==> config.mk <==
export PLATFORM = sky130hd
export DESIGN_NAME = rtc_calendar_core
export DESIGN_NICKNAME = d
export VERILOG_FILES = /design/src/rtl/rtc_cal_pkg.sv /design/src/rtl/rtc_time_step.sv /design/src/rtl/rtc_date_step.sv /design/src/rtl/rtc_seq_fsm.sv /design/src/rtl/rtc_calendar_core.sv
export SDC_FILE = /design/constraint.sdc
export NUM_CORES = 1
export LEC_CHECK = 0
export CAP_MARGIN = 20
export CORE_MARGIN = 5
export CORE_UTILIZATION = 50
export DETAILED_ROUTE_END_ITERATION = 7
export PLACE_DENSITY = 0.68
export SLEW_MARGIN = 20
export SYNTH_ARGS = -nofsm -noshare
export SYNTH_HDL_FRONTEND = slang
export SYNTH_SLANG_ARGS = --single-unit
==> constraint.sdc <==
create_clock -name clk -period 11.6 [get_ports clk]
set_clock_uncertainty 0.05 [all_clocks]
set_input_delay 1.16 -clock clk [delete_from_list [all_inputs] [get_ports clk]]
set_output_delay 1.16 -clock clk [all_outputs]
set_load 0.1 [all_outputs]
==> src/rtl/rtc_cal_pkg.sv <==
package rtc_cal_pkg;
    localparam int BYTE_W = 8;
    localparam int ADDR_W = 4;
    localparam int VAL_W  = 7;
    localparam int NCNT   = 7;
    localparam int NALM   = 3;

    localparam int C_SEC  = 0;
    localparam int C_MIN  = 1;
    localparam int C_HR   = 2;
    localparam int C_DOW  = 3;
    localparam int C_DATE = 4;
    localparam int C_MON  = 5;
    localparam int C_YR   = 6;

    localparam logic [ADDR_W-1:0] A_ALM0 = ADDR_W'(NCNT);
    localparam logic [ADDR_W-1:0] A_CTL  = ADDR_W'(NCNT + NALM);
    localparam logic [ADDR_W-1:0] A_FLAG = ADDR_W'(NCNT + NALM + 1);

    typedef enum logic [1:0] {
        ST_IDLE,
        ST_ADV_TIME,
        ST_ADV_DATE,
        ST_CHK_ALARM
    } seq_state_t;

    // decode a stored byte into its numeric value
    function automatic logic [VAL_W-1:0] to_bin(input logic [BYTE_W-1:0] b,
                                                input logic bin_mode);
        if (bin_mode)
            return b[VAL_W-1:0];
        return VAL_W'({3'b0, b[7:4]} * 7'd10 + {3'b0, b[3:0]});
    endfunction

    // encode a numeric value in the selected format
    function automatic logic [BYTE_W-1:0] from_bin(input logic [VAL_W-1:0] v,
                                                   input logic bin_mode);
        if (bin_mode)
            return {1'b0, v};
        return {4'(v / 7'd10), 4'(v % 7'd10)};
    endfunction

    function automatic logic [VAL_W-1:0] month_days(input logic [VAL_W-1:0] m,
                                                    input logic leap);
        case (m)
            7'd2:                      return leap ? 7'd29 : 7'd28;
            7'd4, 7'd6, 7'd9, 7'd11:   return 7'd30;
            default:                   return 7'd31;
        endcase
    endfunction
endpackage

==> src/rtl/rtc_time_step.sv <==
module rtc_time_step
    import rtc_cal_pkg::*;
(
    input  logic [BYTE_W-1:0] sec_i,
    input  logic [BYTE_W-1:0] min_i,
    input  logic [BYTE_W-1:0] hr_i,
    input  logic              bin_mode,
    input  logic              h24,
    output logic [BYTE_W-1:0] sec_o,
    output logic [BYTE_W-1:0] min_o,
    output logic [BYTE_W-1:0] hr_o,
    output logic              day_carry
);
    logic [VAL_W-1:0]  s, m, h, s_n, m_n, h_n;
    logic              carry_m, carry_h, pm, pm_n;
    logic [BYTE_W-1:0] h_enc;

    always_comb begin
        s       = to_bin(sec_i, bin_mode);
        m       = to_bin(min_i, bin_mode);
        carry_m = (s >= 7'd59);
        s_n     = carry_m ? 7'd0 : VAL_W'(s + 7'd1);
        carry_h = carry_m && (m >= 7'd59);
        m_n     = (m >= 7'd59) ? 7'd0 : VAL_W'(m + 7'd1);

        day_carry = 1'b0;
        pm        = hr_i[7];
        pm_n      = pm;
        if (h24) begin
            h   = to_bin(hr_i, bin_mode);
            h_n = h;
            if (h >= 7'd23) begin
                h_n       = 7'd0;
                day_carry = carry_h;
            end else begin
                h_n = VAL_W'(h + 7'd1);
            end
        end else begin
            h = to_bin({1'b0, hr_i[6:0]}, bin_mode);
            if (h == 7'd11) begin
                h_n       = 7'd12;
                pm_n      = ~pm;
                day_carry = carry_h && pm;
            end else if (h >= 7'd12) begin
                h_n = 7'd1;
            end else begin
                h_n = VAL_W'(h + 7'd1);
            end
        end
        h_enc = from_bin(h_n, bin_mode);

        sec_o = from_bin(s_n, bin_mode);
        min_o = carry_m ? from_bin(m_n, bin_mode) : min_i;
        if (!carry_h)
            hr_o = hr_i;
        else if (h24)
            hr_o = h_enc;
        else
            hr_o = {pm_n, h_enc[6:0]};
    end
endmodule

==> src/rtl/rtc_date_step.sv <==
module rtc_date_step
    import rtc_cal_pkg::*;
(
    input  logic [BYTE_W-1:0] dow_i,
    input  logic [BYTE_W-1:0] date_i,
    input  logic [BYTE_W-1:0] mon_i,
    input  logic [BYTE_W-1:0] yr_i,
    input  logic              bin_mode,
    output logic [BYTE_W-1:0] dow_o,
    output logic [BYTE_W-1:0] date_o,
    output logic [BYTE_W-1:0] mon_o,
    output logic [BYTE_W-1:0] yr_o
);
    logic [VAL_W-1:0] dw, d, mo, y, lim;
    logic [VAL_W-1:0] dw_n, d_n, mo_n, y_n;
    logic             leap;

    always_comb begin
        dw   = to_bin(dow_i, bin_mode);
        d    = to_bin(date_i, bin_mode);
        mo   = to_bin(mon_i, bin_mode);
        y    = to_bin(yr_i, bin_mode);
        leap = (y[1:0] == 2'b00);
        lim  = month_days(mo, leap);

        dw_n = (dw >= 7'd7) ? 7'd1 : VAL_W'(dw + 7'd1);
        d_n  = d;
        mo_n = mo;
        y_n  = y;
        if (d >= lim) begin
            d_n = 7'd1;
            if (mo >= 7'd12) begin
                mo_n = 7'd1;
                y_n  = (y >= 7'd99) ? 7'd0 : VAL_W'(y + 7'd1);
            end else begin
                mo_n = VAL_W'(mo + 7'd1);
            end
        end else begin
            d_n = VAL_W'(d + 7'd1);
        end

        dow_o  = from_bin(dw_n, bin_mode);
        date_o = from_bin(d_n, bin_mode);
        mon_o  = (mo_n == mo) ? mon_i : from_bin(mo_n, bin_mode);
        yr_o   = (y_n == y) ? yr_i : from_bin(y_n, bin_mode);
    end
endmodule

==> src/rtl/rtc_seq_fsm.sv <==
module rtc_seq_fsm
    import rtc_cal_pkg::*;
(
    input  logic       clk,
    input  logic       rst_n,
    input  logic       tick_i,
    input  logic       freeze_i,
    output seq_state_t state_o,
    output logic       load_time_o,
    output logic       load_date_o,
    output logic       check_alarm_o
);
    seq_state_t state_q, state_d;

    always_ff @(posedge clk) begin
        if (!rst_n)
            state_q <= ST_IDLE;
        else
            state_q <= state_d;
    end

    always_comb begin
        state_d       = state_q;
        load_time_o   = 1'b0;
        load_date_o   = 1'b0;
        check_alarm_o = 1'b0;
        unique case (state_q)
            ST_IDLE: begin
                if (tick_i && !freeze_i)
                    state_d = ST_ADV_TIME;
            end
            ST_ADV_TIME: begin
                load_time_o = 1'b1;
                state_d     = ST_ADV_DATE;
            end
            ST_ADV_DATE: begin
                load_date_o = 1'b1;
                state_d     = ST_CHK_ALARM;
            end
            ST_CHK_ALARM: begin
                check_alarm_o = 1'b1;
                state_d       = ST_IDLE;
            end
            default: state_d = ST_IDLE;
        endcase
    end

    assign state_o = state_q;
endmodule

==> src/rtl/rtc_calendar_core.sv <==
module rtc_calendar_core
    import rtc_cal_pkg::*;
(
    input  logic              clk,
    input  logic              rst_n,
    input  logic              tick_1s,
    input  logic              wr_en,
    input  logic              rd_en,
    input  logic [ADDR_W-1:0] addr,
    input  logic [BYTE_W-1:0] wr_data,
    output logic [BYTE_W-1:0] rd_data,
    output logic              alarm
);
    logic [BYTE_W-1:0]      cnt_q [NCNT];
    logic [BYTE_W-1:0]      alm_q [NALM];
    logic [NCNT*BYTE_W-1:0] hold_flat;
    logic                   ctl_set, ctl_dm, ctl_h24;
    logic                   alarm_q, day_pend;
    seq_state_t             state;
    logic                   load_time, load_date, check_alarm;
    logic [BYTE_W-1:0]      sec_n, min_n, hr_n, dow_n, date_n, mon_n, yr_n;
    logic                   day_carry, alarm_hit, flag_read;
    logic [BYTE_W-1:0]      rd_mux;

    rtc_seq_fsm u_fsm (
        .clk          (clk),
        .rst_n        (rst_n),
        .tick_i       (tick_1s),
        .freeze_i     (ctl_set),
        .state_o      (state),
        .load_time_o  (load_time),
        .load_date_o  (load_date),
        .check_alarm_o(check_alarm)
    );

    rtc_time_step u_time (
        .sec_i    (cnt_q[C_SEC]),
        .min_i    (cnt_q[C_MIN]),
        .hr_i     (cnt_q[C_HR]),
        .bin_mode (ctl_dm),
        .h24      (ctl_h24),
        .sec_o    (sec_n),
        .min_o    (min_n),
        .hr_o     (hr_n),
        .day_carry(day_carry)
    );

    rtc_date_step u_date (
        .dow_i   (cnt_q[C_DOW]),
        .date_i  (cnt_q[C_DATE]),
        .mon_i   (cnt_q[C_MON]),
        .yr_i    (cnt_q[C_YR]),
        .bin_mode(ctl_dm),
        .dow_o   (dow_n),
        .date_o  (date_n),
        .mon_o   (mon_n),
        .yr_o    (yr_n)
    );

    // counters: sequencer updates first, host writes take priority
    always_ff @(posedge clk) begin
        if (!rst_n) begin
            for (int i = 0; i < NCNT; i++)
                cnt_q[i] <= '0;
            cnt_q[C_DOW]  <= 8'd1;
            cnt_q[C_DATE] <= 8'd1;
            cnt_q[C_MON]  <= 8'd1;
            day_pend      <= 1'b0;
        end else begin
            if (load_time) begin
                cnt_q[C_SEC] <= sec_n;
                cnt_q[C_MIN] <= min_n;
                cnt_q[C_HR]  <= hr_n;
                day_pend     <= day_carry;
            end
            if (load_date && day_pend) begin
                cnt_q[C_DOW]  <= dow_n;
                cnt_q[C_DATE] <= date_n;
                cnt_q[C_MON]  <= mon_n;
                cnt_q[C_YR]   <= yr_n;
            end
            if (wr_en && addr < ADDR_W'(NCNT))
                cnt_q[addr[2:0]] <= wr_data;
        end
    end

    always_ff @(posedge clk) begin
        if (!rst_n) begin
            for (int i = 0; i < NALM; i++)
                alm_q[i] <= '0;
            ctl_set <= 1'b0;
            ctl_dm  <= 1'b0;
            ctl_h24 <= 1'b1;
        end else if (wr_en) begin
            for (int i = 0; i < NALM; i++)
                if (addr == A_ALM0 + ADDR_W'(i))
                    alm_q[i] <= wr_data;
            if (addr == A_CTL) begin
                ctl_set <= wr_data[0];
                ctl_dm  <= wr_data[1];
                ctl_h24 <= wr_data[2];
            end
        end
    end

    // holding copy per counter, refreshed only between updates
    generate
        for (genvar gi = 0; gi < NCNT; gi++) begin : g_hold
            logic [BYTE_W-1:0] hold_r;
            always_ff @(posedge clk) begin
                if (!rst_n)
                    hold_r <= (gi == C_DOW || gi == C_DATE || gi == C_MON) ? 8'd1 : 8'd0;
                else if (state == ST_IDLE)
                    hold_r <= cnt_q[gi];
            end
            assign hold_flat[gi*BYTE_W +: BYTE_W] = hold_r;
        end
    endgenerate

    assign alarm_hit = (cnt_q[C_SEC] == alm_q[0]) &&
                       (cnt_q[C_MIN] == alm_q[1]) &&
                       (cnt_q[C_HR]  == alm_q[2]);
    assign flag_read = rd_en && (addr == A_FLAG);

    always_ff @(posedge clk) begin
        if (!rst_n)
            alarm_q <= 1'b0;
        else if (check_alarm && alarm_hit)
            alarm_q <= 1'b1;
        else if (flag_read)
            alarm_q <= 1'b0;
    end

    always_comb begin
        rd_mux = '0;
        if (addr < ADDR_W'(NCNT))
            rd_mux = hold_flat[addr[2:0]*BYTE_W +: BYTE_W];
        else if (addr == A_ALM0)
            rd_mux = alm_q[0];
        else if (addr == A_ALM0 + 4'd1)
            rd_mux = alm_q[1];
        else if (addr == A_ALM0 + 4'd2)
            rd_mux = alm_q[2];
        else if (addr == A_CTL)
            rd_mux = {5'b0, ctl_h24, ctl_dm, ctl_set};
        else if (addr == A_FLAG)
            rd_mux = {7'b0, alarm_q};
    end

    always_ff @(posedge clk) begin
        if (!rst_n)
            rd_data <= '0;
        else if (rd_en)
            rd_data <= rd_mux;
    end

    assign alarm = alarm_q;
endmodule

==> metrics.txt, run 1 <==
# TYPE chip_impl_metric gauge
chip_impl_metric{name="worst_skew_pair.late_latency",unit="ps"} 430
chip_impl_metric{name="syn_area_per_cell",unit="µm²"} 9.01
chip_impl_metric{name="floorplan.initialDensity",unit="%"} 50.5
chip_impl_metric{name="synth_enable_flop_cells",unit=""} 80
chip_impl_metric{name="post-route-period-util",unit="%"} 59.1
chip_impl_metric{name="yosys.area.top_type_share",unit="%"} 19.8
chip_impl_metric{name="ctsResizeCount",unit=""} 0
chip_impl_metric{name="fp.dieH",unit="µm"} 166
chip_impl_metric{name="floorplan.die_area",unit="mm²"} 0.0275
chip_impl_info{name="criticalPathCategory",value="reg2reg"} 1
chip_impl_metric{name="avgRoutedWirePerCell",unit="µm"} 20.3
chip_impl_metric{name="yosysWarnings",unit=""} 0
chip_impl_metric{name="total_power",unit="mW"} 4.14
chip_impl_metric{name="cap_viol_max_count",unit=""} 0
chip_impl_metric{name="pre_cts_slack",unit="ps"} 4830
chip_impl_info{name="synthMostInstantiatedCell",value="sky130_fd_sc_hd__nand2_1"} 1
chip_impl_metric{name="count_of_h_tree_levels_built_during_cts",unit=""} 4
chip_impl_metric{name="grt_pass1_wl",unit="mm"} 53.4
chip_impl_metric{name="drive_gt1_share",unit="%"} 8.51
chip_impl_info{name="critPathLaunchType",value="register"} 1
chip_impl_metric{name="placeableCoreArea",unit="mm²"} 0.0241
chip_impl_metric{name="vdd_ir_drop_max",unit="mV"} 0.332
chip_impl_metric{name="globalRouteOverflowTotal",unit=""} 0
chip_impl_metric{name="synth_cells",unit=""} 1350
chip_impl_metric{name="grt_pass1_vias",unit=""} 9598
chip_impl_metric{name="timing.final.ws_setup",unit="ps"} 4740
chip_impl_metric{name="fraction_of_the_mapped_netlist_area_in_compound_gates",unit="%"} 22.1
chip_impl_metric{name="syn-num-nets",unit=""} 1451
chip_impl_metric{name="antenna_cells_inserted",unit=""} 0
chip_impl_metric{name="area.growth.synth_to_final",unit="%"} 8.75
chip_impl_metric{name="report.final.hold_viol_count",unit=""} 0
chip_impl_metric{name="clock_period_minus_final_worst_setup_slack",unit="ps"} 6860
chip_impl_metric{name="drt-total-wl",unit="mm"} 34.0
chip_impl_metric{name="cts_max_path_buffers",unit=""} 2
chip_impl_metric{name="drt_first_pass_iters",unit=""} 5
chip_impl_metric{name="pins_over_their_slew_limit",unit=""} 0
chip_impl_metric{name="timing.slew.headroom",unit="%"} 29.2
chip_impl_info{name="grt_setup_unrepaired",value="false"} 1
chip_impl_metric{name="largest_net_degree_at_the_start_of_global_routing",unit=""} 70
chip_impl_metric{name="share_of_the_synthesized_netlist_area_taken_by_xor_and_xnor_gates",unit="%"} 5.03
chip_impl_info{name="critical_path.endpoint_type",value="register"} 1
chip_impl_metric{name="track_usage",unit="%"} 24.0
chip_impl_metric{name="worst_ep_arrival_time",unit="ps"} 6960
chip_impl_metric{name="static-leakage-power",unit="nW"} 5.19
chip_impl_metric{name="clock-sinks",unit=""} 151
chip_impl_metric{name="power_density",unit="mW/mm²"} 313
chip_impl_info{name="clock_tree.root_cell",value="sky130_fd_sc_hd__clkbuf_16"} 1
chip_impl_metric{name="finalWeightedCongestion",unit=""} 0.905
chip_impl_metric{name="numCtsBuffers",unit=""} 17
chip_impl_metric{name="placement.io_buffers",unit=""} 25
chip_impl_info{name="post-synth-top-area-cell",value="sky130_fd_sc_hd__edfxtp_1"} 1
chip_impl_metric{name="die_x",unit="µm"} 166
chip_impl_metric{name="worst_pin_slew",unit="ps"} 1060
chip_impl_metric{name="crit_required",unit="ps"} 11710
chip_impl_metric{name="crit_path_max_fanout",unit=""} 11
chip_impl_metric{name="fmax",unit="GHz"} 0.146
chip_impl_metric{name="synthesis.area",unit="mm²"} 0.0122
chip_impl_info{name="cts_tree",value="built"} 1
chip_impl_metric{name="nets",unit=""} 1439
chip_impl_metric{name="first_iter_violations",unit=""} 1027
chip_impl_info{name="run_status",value="completed"} 1
chip_impl_metric{name="placement_rows",unit=""} 57
chip_impl_metric{name="post_cts_buffers",unit=""} 0
chip_impl_metric{name="route.antenna.remaining_nets",unit=""} 0
chip_impl_metric{name="timing.final.setup_violations",unit=""} 0
chip_impl_metric{name="finalNonFillerCells",unit=""} 1675
chip_impl_info{name="synth_top_family_by_area",value="compound AO/OA/AOI/OAI gates"} 1
chip_impl_metric{name="remaining_drc_errors",unit=""} 0
chip_impl_metric{name="grt_antenna_before_repair",unit=""} 0
chip_impl_info{name="worst_hold_path_type",value="reg2reg"} 1
chip_impl_metric{name="postSynthRegisterBits",unit=""} 151
chip_impl_metric{name="post_drt_via_cell_ratio",unit=""} 6.22
chip_impl_metric{name="async_flop_share",unit="%"} 0
chip_impl_metric{name="netlist-cell-type-count",unit=""} 103
chip_impl_info{name="ys_top_cells_by_area",value="sky130_fd_sc_hd__edfxtp_1 20%, sky130_fd_sc_hd__dfxtp_1 12%, sky130_fd_sc_hd__ha_1 7.2%"} 1
chip_impl_metric{name="setup_tns",unit="ps"} 0
chip_impl_info{name="synth_common_cells",value="129 x sky130_fd_sc_hd__nand2_1, 88 x sky130_fd_sc_hd__nor2_1, 83 x sky130_fd_sc_hd__o21ai_0"} 1
chip_impl_metric{name="detailedPlacementHpwl",unit="mm"} 24.7
chip_impl_metric{name="muxShareOfSynthArea",unit="%"} 9.53
chip_impl_metric{name="synthAdderAreaFrac",unit="%"} 9.67
chip_impl_metric{name="synth.yosys.seq_area_share",unit="%"} 31.4
chip_impl_metric{name="via_count",unit=""} 10420
chip_impl_metric{name="placed_cells",unit=""} 1643
chip_impl_metric{name="post_cts_hold_buffer_count",unit=""} 0
chip_impl_metric{name="synth_simple_gate_area_share",unit="%"} 18.7
chip_impl_metric{name="worst_setup_hold_path_clk_slew",unit="ps"} 60
chip_impl_info{name="synth_top_flop_cell",value="sky130_fd_sc_hd__edfxtp_1"} 1
chip_impl_metric{name="pin_count",unit=""} 26
## per-layer routing
metal | global-route usage (%) | routed length (µm)
met4 | 5.27 | 683
met1 | 34.0 | 15100
met5 | 0 | 0
met2 | 37.9 | 15600
met3 | 5.12 | 2710
## through the flow
stage	utilization [%]	instance area, µm²	hold WS [ps]
after floorplan	-	12200	386
after global placement	52.3	12600	412
after detailed placement	52.3	12600	411
after CTS	54.8	13200	441
after global routing	54.9	13200	465
final	54.9	13200	441
## flip-flops by register name, indices dropped and copies added, names as in the netlist
register       flops
cnt_q             56
g_hold.hold_r     56
alm_q             24
rd_data            8
u_fsm.state_o      2
alarm              1
ctl_dm             1
ctl_h24            1
ctl_set            1
day_pend           1
## final timing paths
path                             from                  end  slack [ps]  depth (start not counted)
setup / recovery          cnt_q[5][5]          cnt_q[6][2]        4740                         27
hold / removal    g_hold[5].hold_r[0]  g_hold[5].hold_r[0]         440                          2
setup reg to reg          cnt_q[5][5]          cnt_q[6][2]        4740                         27
hold reg to reg   g_hold[5].hold_r[0]  g_hold[5].hold_r[0]         440                          2
## where the power goes
part | switching (mW) | total, mW | internal (mW)
Clock | 0.229 | 0.578 | 0.349
Combinational | 1.63 | 2.73 | 1.10
Sequential | 0.132 | 0.829 | 0.697
## final cells by class
type                    count  area, µm²
fillers                  2248      10900
multi-input cells        1098       7920
flip-flops and latches    151       3830
clock buffers              22        497
well taps                 324        405
repair buffers             38        343
inverters                  32        120
clock inverters            10        113
## layout by cell type (no fill, tap or decap), types with 38 or more instances in the layout
master,n
sky130_fd_sc_hd__a21oi_1,71
sky130_fd_sc_hd__dfxtp_1,70
sky130_fd_sc_hd__edfxtp_1,80
sky130_fd_sc_hd__ha_1,69
sky130_fd_sc_hd__mux2i_1,82
sky130_fd_sc_hd__nand2_1,129
sky130_fd_sc_hd__nand3_1,38
sky130_fd_sc_hd__nor2_1,88
sky130_fd_sc_hd__nor2b_1,67
sky130_fd_sc_hd__o21ai_0,83
## logic make-up (layout without fill, tap and decap cells)
kind of cell | Yosys count | in the layout
and+or+nand+nor | 454 | 454
AOI/OAI and AO/OA | 379 | 379
DFF | 151 | 151
muxes | 110 | 110
buffers and inverters | 101 | 102
adders and majority gates | 86 | 86
xor gates and xnor gates | 69 | 69
## worst max-delay path, cell delays in order, from the launching register on
cell	delay, ps
sky130_fd_sc_hd__edfxtp_1	490
sky130_fd_sc_hd__ha_1	340
sky130_fd_sc_hd__ha_1	190
sky130_fd_sc_hd__inv_1	60
sky130_fd_sc_hd__fa_1	500
sky130_fd_sc_hd__a211oi_2	370
sky130_fd_sc_hd__xnor2_1	150
sky130_fd_sc_hd__o21ai_1	390
sky130_fd_sc_hd__nand3_1	160
sky130_fd_sc_hd__nor3_1	160
sky130_fd_sc_hd__a21oi_1	70
sky130_fd_sc_hd__ha_1	270
sky130_fd_sc_hd__nand2b_1	140
sky130_fd_sc_hd__a21oi_1	140
sky130_fd_sc_hd__nor2_1	90
sky130_fd_sc_hd__a211o_1	520
sky130_fd_sc_hd__a31oi_1	390
sky130_fd_sc_hd__a21o_1	280
sky130_fd_sc_hd__nand2_1	200
sky130_fd_sc_hd__o22ai_1	300
sky130_fd_sc_hd__a21oi_1	120
sky130_fd_sc_hd__ha_1	240
sky130_fd_sc_hd__inv_1	160
sky130_fd_sc_hd__nor3_1	90
sky130_fd_sc_hd__a221oi_1	320
sky130_fd_sc_hd__a21oi_1	110
sky130_fd_sc_hd__o21ai_0	190
sky130_fd_sc_hd__o32ai_1	90
(Power assumes the default switching activity.)
==> run 2: changes to the inputs <==
==> constraint.sdc (replaced) <==
create_clock -name clk -period 6.8 [get_ports clk]
set_clock_uncertainty 0.05 [all_clocks]
set_input_delay 0.68 -clock clk [delete_from_list [all_inputs] [get_ports clk]]
set_output_delay 0.68 -clock clk [all_outputs]
set_load 0.1 [all_outputs]
==> run 2 against run 1 <==
  * Fmax rose by 8.7%
  * Combinational power rose by 75%
  * Power increased by 72%
  * Via count up 1.1%
  * Cell count rose by 0.66%
  * Sequential power is 71% higher
  * Worst hold slack worse by 4.1 ps
  * Final area is 0.43% higher
  * Highest routed layer unchanged
  * Global-route usage is 0.77 points higher
  * Worst setup slack worse by 4300 ps
==> metrics.txt, run 2 (same netlist as run 1, synthesis figures left out) <==
# TYPE chip_impl_metric gauge
chip_impl_info{name="run_status",value="completed"} 1
chip_impl_metric{name="grt_antenna_before_repair",unit=""} 0
chip_impl_metric{name="pins_over_their_slew_limit",unit=""} 0
chip_impl_metric{name="clock-sinks",unit=""} 151
chip_impl_info{name="cts_tree",value="built"} 1
chip_impl_info{name="r2r_end",value="cnt_q[6][2]"} 1
chip_impl_metric{name="grt_pass1_wl",unit="mm"} 55.1
chip_impl_metric{name="drive_gt1_share",unit="%"} 9.62
chip_impl_metric{name="placeableCoreArea",unit="mm²"} 0.0241
chip_impl_metric{name="worst_setup_hold_path_clk_slew",unit="ps"} 70
chip_impl_metric{name="worst_skew_pair.late_latency",unit="ps"} 430
chip_impl_metric{name="hold-path-cell-count",unit=""} 2
chip_impl_info{name="grt_setup_unrepaired",value="false"} 1
chip_impl_metric{name="floorplan.die_area",unit="mm²"} 0.0275
chip_impl_metric{name="sequential_cell_area_in_the_final_layout",unit="mm²"} 0.00383
chip_impl_metric{name="pin_count",unit=""} 26
chip_impl_info{name="layout_commonest_cell",value="sky130_fd_sc_hd__nand2_1"} 1
chip_impl_metric{name="setup.reg_to_reg.worst_slack",unit="ps"} 490
chip_impl_metric{name="switching_share",unit="%"} 48.4
chip_impl_metric{name="detailedPlacementHpwl",unit="mm"} 24.9
chip_impl_metric{name="power_frac_clock",unit="%"} 12.7
chip_impl_info{name="clock_tree.root_cell",value="sky130_fd_sc_hd__clkbuf_16"} 1
chip_impl_metric{name="antenna_cells_inserted",unit=""} 0
chip_impl_metric{name="count_of_h_tree_levels_built_during_cts",unit=""} 4
chip_impl_metric{name="clock_period_minus_final_worst_setup_slack",unit="ps"} 6310
chip_impl_metric{name="power_density",unit="mW/mm²"} 534
chip_impl_metric{name="drt-total-wl",unit="mm"} 34.9
chip_impl_info{name="rr_startpoint",value="cnt_q[5][5]"} 1
chip_impl_metric{name="die_x",unit="µm"} 166
chip_impl_metric{name="combinationalPowerShare",unit="%"} 67.2
chip_impl_metric{name="whs",unit="ps"} 437
chip_impl_metric{name="placement.io_buffers",unit=""} 25
chip_impl_metric{name="crit_path_max_fanout",unit=""} 11
chip_impl_metric{name="first_iter_violations",unit=""} 1145
chip_impl_metric{name="seq_power_share",unit="%"} 20.1
chip_impl_metric{name="numCtsBuffers",unit=""} 17
chip_impl_metric{name="number_of_fillers_in_the_final_layout",unit=""} 2213
chip_impl_info{name="layout_top_registers",value="cnt_q x56, g_hold.hold_r x56, alm_q x24"} 1
chip_impl_metric{name="setup_tns",unit="ps"} 0
chip_impl_metric{name="timing.slew.headroom",unit="%"} 25.5
chip_impl_metric{name="fmax",unit="GHz"} 0.159
chip_impl_metric{name="finish.utilization",unit="%"} 55.1
chip_impl_metric{name="remaining_drc_errors",unit=""} 0
chip_impl_metric{name="grt_pass1_vias",unit=""} 9818
chip_impl_metric{name="cts_max_path_buffers",unit=""} 2
chip_impl_info{name="critical_path.endpoint_type",value="register"} 1
chip_impl_metric{name="area.growth.synth_to_final",unit="%"} 9.22
chip_impl_metric{name="largest_net_degree_at_the_start_of_global_routing",unit=""} 56
chip_impl_metric{name="finalWeightedCongestion",unit=""} 0.893
chip_impl_metric{name="static-leakage-power",unit="nW"} 5.23
chip_impl_metric{name="power.switching",unit="mW"} 3.43
chip_impl_metric{name="nets",unit=""} 1450
chip_impl_metric{name="placement_rows",unit=""} 57
chip_impl_metric{name="crit_required",unit="ps"} 6910
chip_impl_info{name="criticalPathCategory",value="reg2reg"} 1
chip_impl_metric{name="globalRouteOverflowTotal",unit=""} 0
chip_impl_info{name="worst_hold_path_type",value="reg2reg"} 1
chip_impl_metric{name="intPower",unit="mW"} 3.66
chip_impl_info{name="highest_count_cells_in_the_layout_ignoring_fill_and_taps",value="129 x sky130_fd_sc_hd__nand2_1, 88 x sky130_fd_sc_hd__nor2_1, 83 x sky130_fd_sc_hd__o21ai_0"} 1
chip_impl_metric{name="worst_ep_arrival_time",unit="ps"} 6410
chip_impl_metric{name="post_cts_hold_buffer_count",unit=""} 0
chip_impl_metric{name="report.final.hold_viol_count",unit=""} 0
chip_impl_metric{name="post-route-period-util",unit="%"} 92.8
chip_impl_info{name="worst_hold_startpoint",value="g_hold[4].hold_r[0]"} 1
chip_impl_metric{name="track_usage",unit="%"} 24.7
chip_impl_metric{name="fp.dieH",unit="µm"} 166
chip_impl_metric{name="via_count",unit=""} 10538
chip_impl_metric{name="cap_viol_max_count",unit=""} 0
chip_impl_metric{name="timing.final.setup_violations",unit=""} 0
chip_impl_metric{name="multiInputGateArea",unit="mm²"} 0.00796
chip_impl_info{name="holdPathEnd",value="g_hold[4].hold_r[0]"} 1
chip_impl_metric{name="timing.critical_path.slowest_cell_delay",unit="ps"} 510
chip_impl_info{name="critPathLaunchType",value="register"} 1
chip_impl_metric{name="vdd_ir_drop_max",unit="mV"} 0.638
chip_impl_metric{name="drt_first_pass_iters",unit=""} 5
chip_impl_metric{name="post_drt_via_cell_ratio",unit=""} 6.25
chip_impl_metric{name="floorplan.initialDensity",unit="%"} 50.5
chip_impl_metric{name="worst-r2r-cell-count",unit=""} 25
chip_impl_info{name="slowest_stage",value="sky130_fd_sc_hd__fa_1"} 1
chip_impl_metric{name="route.antenna.remaining_nets",unit=""} 0
chip_impl_metric{name="avgRoutedWirePerCell",unit="µm"} 20.7
chip_impl_metric{name="worst_pin_slew",unit="ps"} 1120
run 2: cell count changes in the layout (fill, tap and decap cells not counted), moves of 2 or more:
cell / previous run / this run
sky130_fd_sc_hd__inv_4: 3 / 1
sky130_fd_sc_hd__clkbuf_16: 19 / 17
sky130_fd_sc_hd__a211o_1: 5 / 3
sky130_fd_sc_hd__clkinv_2: 1 / 4
sky130_fd_sc_hd__buf_4: 13 / 24
run 2: power by group through the flow:
stage / sequential, mW / combinational, mW / clock, mW
after floorplan: 1.35 / 3.76 / 0
after global placement: 1.43 / 4.59 / 0
after detailed placement: 1.43 / 4.64 / 0
after CTS: 1.42 / 4.67 / 0.904
after global routing: 1.44 / 5.23 / 0.946
final: 1.42 / 4.77 / 0.904
run 2: critical path: cells and delay by family, from the launching register on:
family / cells / cell delay (ps)
muxes: 1 / 400
and+or+nand+nor: 4 / 520
AOI/OAI and AO/OA: 13 / 2780
buffers and inverters: 2 / 240
adders and majority gates: 5 / 1520
DFF: 1 / 490
run 2: how the worst max path moves through the flow:
| stage | startpoint | end | slack, ps | cells past startpoint |
|---|---|---|---|---|
| floorplan | cnt_q[5][5] | cnt_q[6][2] | 820 | 28 |
| global route | cnt_q[5][5] | cnt_q[6][2] | 30 | 25 |
| global placement | cnt_q[5][5] | cnt_q[6][2] | 330 | 27 |
| detailed placement | cnt_q[5][5] | cnt_q[6][2] | 210 | 27 |
| finish | cnt_q[5][5] | cnt_q[6][2] | 490 | 25 |
| CTS | cnt_q[5][5] | cnt_q[6][2] | 180 | 27 |
run 2: per-layer routing:
| metal | routed length [µm] | up-vias | track usage (%) | share of wire (%) |
|---|---|---|---|---|
| li1 | - | 5034 | - | - |
| met1 | 16000 | 5047 | 36.3 | 46 |
| met2 | 15600 | 402 | 38.6 | 45 |
| met3 | 2570 | 55 | 3.71 | 7.4 |
| met4 | 713 | 0 | 5.81 | 2.0 |
| met5 | 0 | - | 0 | 0 |
run 2: final cells by class:
| cell class | instances | area share [%] |
|---|---|---|
| inverter | 32 | 0.904 |
| sequential | 151 | 28.8 |
| multi-input combinational | 1098 | 59.9 |
| timing repair buffer | 49 | 3.20 |
| tap | 324 | 3.05 |
| clock buffer | 20 | 3.36 |
| clock inverter | 12 | 0.772 |
run 2: metrics by stage:
stage	cell area [µm²]	total power, mW	worst slack [ps]	std cells
floorplan	12200	5.11	820	1350
global placement	12700	6.02	330	1649
detailed placement	12700	6.07	206	1649
CTS	13200	6.99	179	1681
global route	13300	7.62	32.5	1686
finish	13300	7.09	492	1686
run 2: what timing repair did:
action / CTS / global route
hold endpoints to repair: 0 / 0
setup endpoints to repair: 0 / 12
buffers inserted: 0 / 5
gates resized for setup: 0 / 8
==> run 3: changes to the inputs <==
--- a/config.mk
+++ b/config.mk
@@ -6,10 +6,13 @@
 export NUM_CORES = 1
 export LEC_CHECK = 0
 export CAP_MARGIN = 20
+export CELL_PAD_IN_SITES_DETAIL_PLACEMENT = 1
+export CELL_PAD_IN_SITES_GLOBAL_PLACEMENT = 1
 export CORE_MARGIN = 5
 export CORE_UTILIZATION = 50
+export CTS_CLUSTER_SIZE = 25
 export DETAILED_ROUTE_END_ITERATION = 7
-export PLACE_DENSITY = 0.68
+export PLACE_DENSITY = 0.84
 export SLEW_MARGIN = 20
 export SYNTH_ARGS = -nofsm -noshare
 export SYNTH_HDL_FRONTEND = slang
==> run 3 against run 2 <==
  * Critical path depth up 3
  * Sequential cell count unchanged
  * Final area decreased by 0.13%
  * Global-route usage rose by 4.0 points
  * Worst hold slack gained 3.5 ps
  * Non-clock buffer count decreased by 4
  * Cell count shrank 0.24%
==> metrics.txt, run 3 (same netlist as run 1, synthesis figures left out) <==
# TYPE chip_impl_metric gauge
chip_impl_metric{name="detailedPlacementHpwl",unit="mm"} 29.0
chip_impl_metric{name="track_usage",unit="%"} 28.8
chip_impl_metric{name="grt_pass1_wl",unit="mm"} 63.8
chip_impl_metric{name="placeableCoreArea",unit="mm²"} 0.0241
chip_impl_info{name="slowest_stage",value="sky130_fd_sc_hd__fa_1"} 1
chip_impl_metric{name="placement_rows",unit=""} 57
chip_impl_info{name="worst_hold_path_type",value="reg2reg"} 1
chip_impl_metric{name="timing.slew.headroom",unit="%"} 21.9
chip_impl_metric{name="fmax",unit="GHz"} 0.154
chip_impl_metric{name="whs",unit="ps"} 441
chip_impl_metric{name="fp.dieH",unit="µm"} 166
chip_impl_metric{name="placement.io_buffers",unit=""} 25
chip_impl_info{name="cts_tree",value="built"} 1
chip_impl_metric{name="via_count",unit=""} 11002
chip_impl_metric{name="clock_period_minus_final_worst_setup_slack",unit="ps"} 6480
chip_impl_metric{name="report.final.hold_viol_count",unit=""} 0
chip_impl_metric{name="antenna_cells_inserted",unit=""} 0
chip_impl_metric{name="avgRoutedWirePerCell",unit="µm"} 24.2
chip_impl_info{name="layout_commonest_cell",value="sky130_fd_sc_hd__nand2_1"} 1
chip_impl_metric{name="area.growth.synth_to_final",unit="%"} 9.07
chip_impl_metric{name="pre_cts_slack",unit="ps"} 188
chip_impl_metric{name="post_cts_hold_buffer_count",unit=""} 0
chip_impl_metric{name="globalRouteOverflowTotal",unit=""} 0
chip_impl_metric{name="pin_count",unit=""} 26
chip_impl_metric{name="count_of_h_tree_levels_built_during_cts",unit=""} 4
chip_impl_info{name="critical_path.endpoint_type",value="register"} 1
chip_impl_metric{name="clock-sinks",unit=""} 151
chip_impl_metric{name="largest_net_degree_at_the_start_of_global_routing",unit=""} 74
chip_impl_info{name="rr_startpoint",value="cnt_q[5][7]"} 1
chip_impl_metric{name="cap_viol_max_count",unit=""} 0
chip_impl_metric{name="drive_gt1_share",unit="%"} 9.43
chip_impl_metric{name="static-leakage-power",unit="nW"} 5.19
chip_impl_metric{name="crit_path_max_fanout",unit=""} 9
chip_impl_metric{name="finish.utilization",unit="%"} 55.0
chip_impl_metric{name="number_of_fillers_in_the_final_layout",unit=""} 2815
chip_impl_metric{name="grt_antenna_before_repair",unit=""} 0
chip_impl_metric{name="die_x",unit="µm"} 166
chip_impl_metric{name="timing.final.ws_setup",unit="ps"} 320
chip_impl_info{name="path_common_cell",value="sky130_fd_sc_hd__a21oi_1"} 1
chip_impl_info{name="layout_top_registers",value="cnt_q x56, g_hold.hold_r x56, alm_q x24"} 1
chip_impl_metric{name="nets",unit=""} 1446
chip_impl_metric{name="worst_ep_arrival_time",unit="ps"} 6590
chip_impl_info{name="cp-startpoint",value="cnt_q[5][7]"} 1
chip_impl_metric{name="drt_first_pass_iters",unit=""} 5
chip_impl_metric{name="floorplan.initialDensity",unit="%"} 50.5
chip_impl_metric{name="drt-total-wl",unit="mm"} 40.6
chip_impl_metric{name="grt_pass1_vias",unit=""} 11416
chip_impl_metric{name="timing.final.setup_violations",unit=""} 0
chip_impl_metric{name="worst_setup_hold_path_clk_slew",unit="ps"} 70
chip_impl_metric{name="place_area",unit="mm²"} 0.0127
chip_impl_info{name="criticalPathCategory",value="reg2reg"} 1
chip_impl_metric{name="floorplan.die_area",unit="mm²"} 0.0275
chip_impl_metric{name="timing.critical_path.slowest_cell_delay",unit="ps"} 500
chip_impl_metric{name="route.antenna.remaining_nets",unit=""} 0
chip_impl_metric{name="numCtsBuffers",unit=""} 17
chip_impl_metric{name="finalInstanceArea",unit="mm²"} 0.0133
chip_impl_info{name="run_status",value="completed"} 1
chip_impl_metric{name="remaining_drc_errors",unit=""} 0
chip_impl_metric{name="cts_max_path_buffers",unit=""} 2
chip_impl_metric{name="finalWeightedCongestion",unit=""} 0.907
chip_impl_info{name="highest_count_cells_in_the_layout_ignoring_fill_and_taps",value="129 x sky130_fd_sc_hd__nand2_1, 88 x sky130_fd_sc_hd__nor2_1, 83 x sky130_fd_sc_hd__o21ai_0"} 1
chip_impl_metric{name="worst_skew_pair.late_latency",unit="ps"} 430
chip_impl_info{name="worst_hold_startpoint",value="g_hold[3].hold_r[0]"} 1
chip_impl_info{name="critPathLaunchType",value="register"} 1
chip_impl_metric{name="vdd_ir_drop_max",unit="mV"} 0.682
chip_impl_metric{name="power_density",unit="mW/mm²"} 552
chip_impl_metric{name="first_iter_violations",unit=""} 960
chip_impl_metric{name="post_drt_via_cell_ratio",unit=""} 6.54
chip_impl_metric{name="placed_cells",unit=""} 1648
chip_impl_metric{name="pins_over_their_slew_limit",unit=""} 0
chip_impl_info{name="clock_tree.root_cell",value="sky130_fd_sc_hd__clkbuf_16"} 1
chip_impl_metric{name="finalNonFillerCells",unit=""} 1682
chip_impl_metric{name="worst_pin_slew",unit="ps"} 1150
chip_impl_metric{name="post-route-period-util",unit="%"} 95.3
chip_impl_metric{name="crit_required",unit="ps"} 6910
==> run 3: final timing paths <==
| check | to | slack [ps] | cells after the start |
|---|---|---|---|
| min | g_hold[3].hold_r[0] | 440 | 2 |
| max | cnt_q[6][2] | 320 | 28 |
| min reg2reg | g_hold[3].hold_r[0] | 440 | 2 |
| max reg2reg | cnt_q[6][2] | 320 | 28 |
==> run 3: per-layer routing <==
layer  vias up  global-route usage, %  share of wire (%)
met5         -                      0                  0
met4         0                   9.97                3.5
met3       111                   6.14                7.1
met2       409                   48.0                 48
met1      5474                   37.1                 41
li1       5008                      -                  -
==> run 3: final cells by class <==
| type | count | area [µm²] | share of cell area (%) |
|---|---|---|---|
| clock buffers | 18 | 429 | 3.24 |
| clock inverters | 14 | 126 | 0.953 |
| inverters | 32 | 120 | 0.905 |
| multi-input cells | 1098 | 7950 | 59.9 |
| flip-flops and latches | 151 | 3830 | 28.9 |
| well taps | 324 | 405 | 3.06 |
| repair buffers | 45 | 408 | 3.07 |
==> run 3: repair_timing <==
| item | CTS | global route |
|---|---|---|
| gates resized for setup | 0 | 7 |
| setup buffers | 0 | 2 |
| setup endpoints to repair | 0 | 11 |
==> run 3: through the flow <==
stage,total power [mW],setup TNS (ps)
after global routing,7.87,-27.9
after floorplan,5.11,0
after global placement,6.06,0
final,7.32,0
after CTS,7.22,0
after detailed placement,6.28,0
==> run 3: critical path, delay by kind of cell, from the launching register on <==
kind / cells / cell delay, ps
AO/OA/AOI/OAI: 13 / 2360
adder cells (fa/ha/maj): 5 / 1530
AND/OR/NAND/NOR: 6 / 1230
flip-flops: 1 / 460
buffers and inverters: 3 / 420
XOR/XNOR: 1 / 160
==> run 3: report_power, final <==
group | internal, mW | leakage, nW | total (mW) | switching (mW)
combinational | 1.97 | 3.54 | 4.99 | 3.02
sequential | 1.19 | 1.39 | 1.43 | 0.236
clock | 0.504 | 0.251 | 0.905 | 0.401
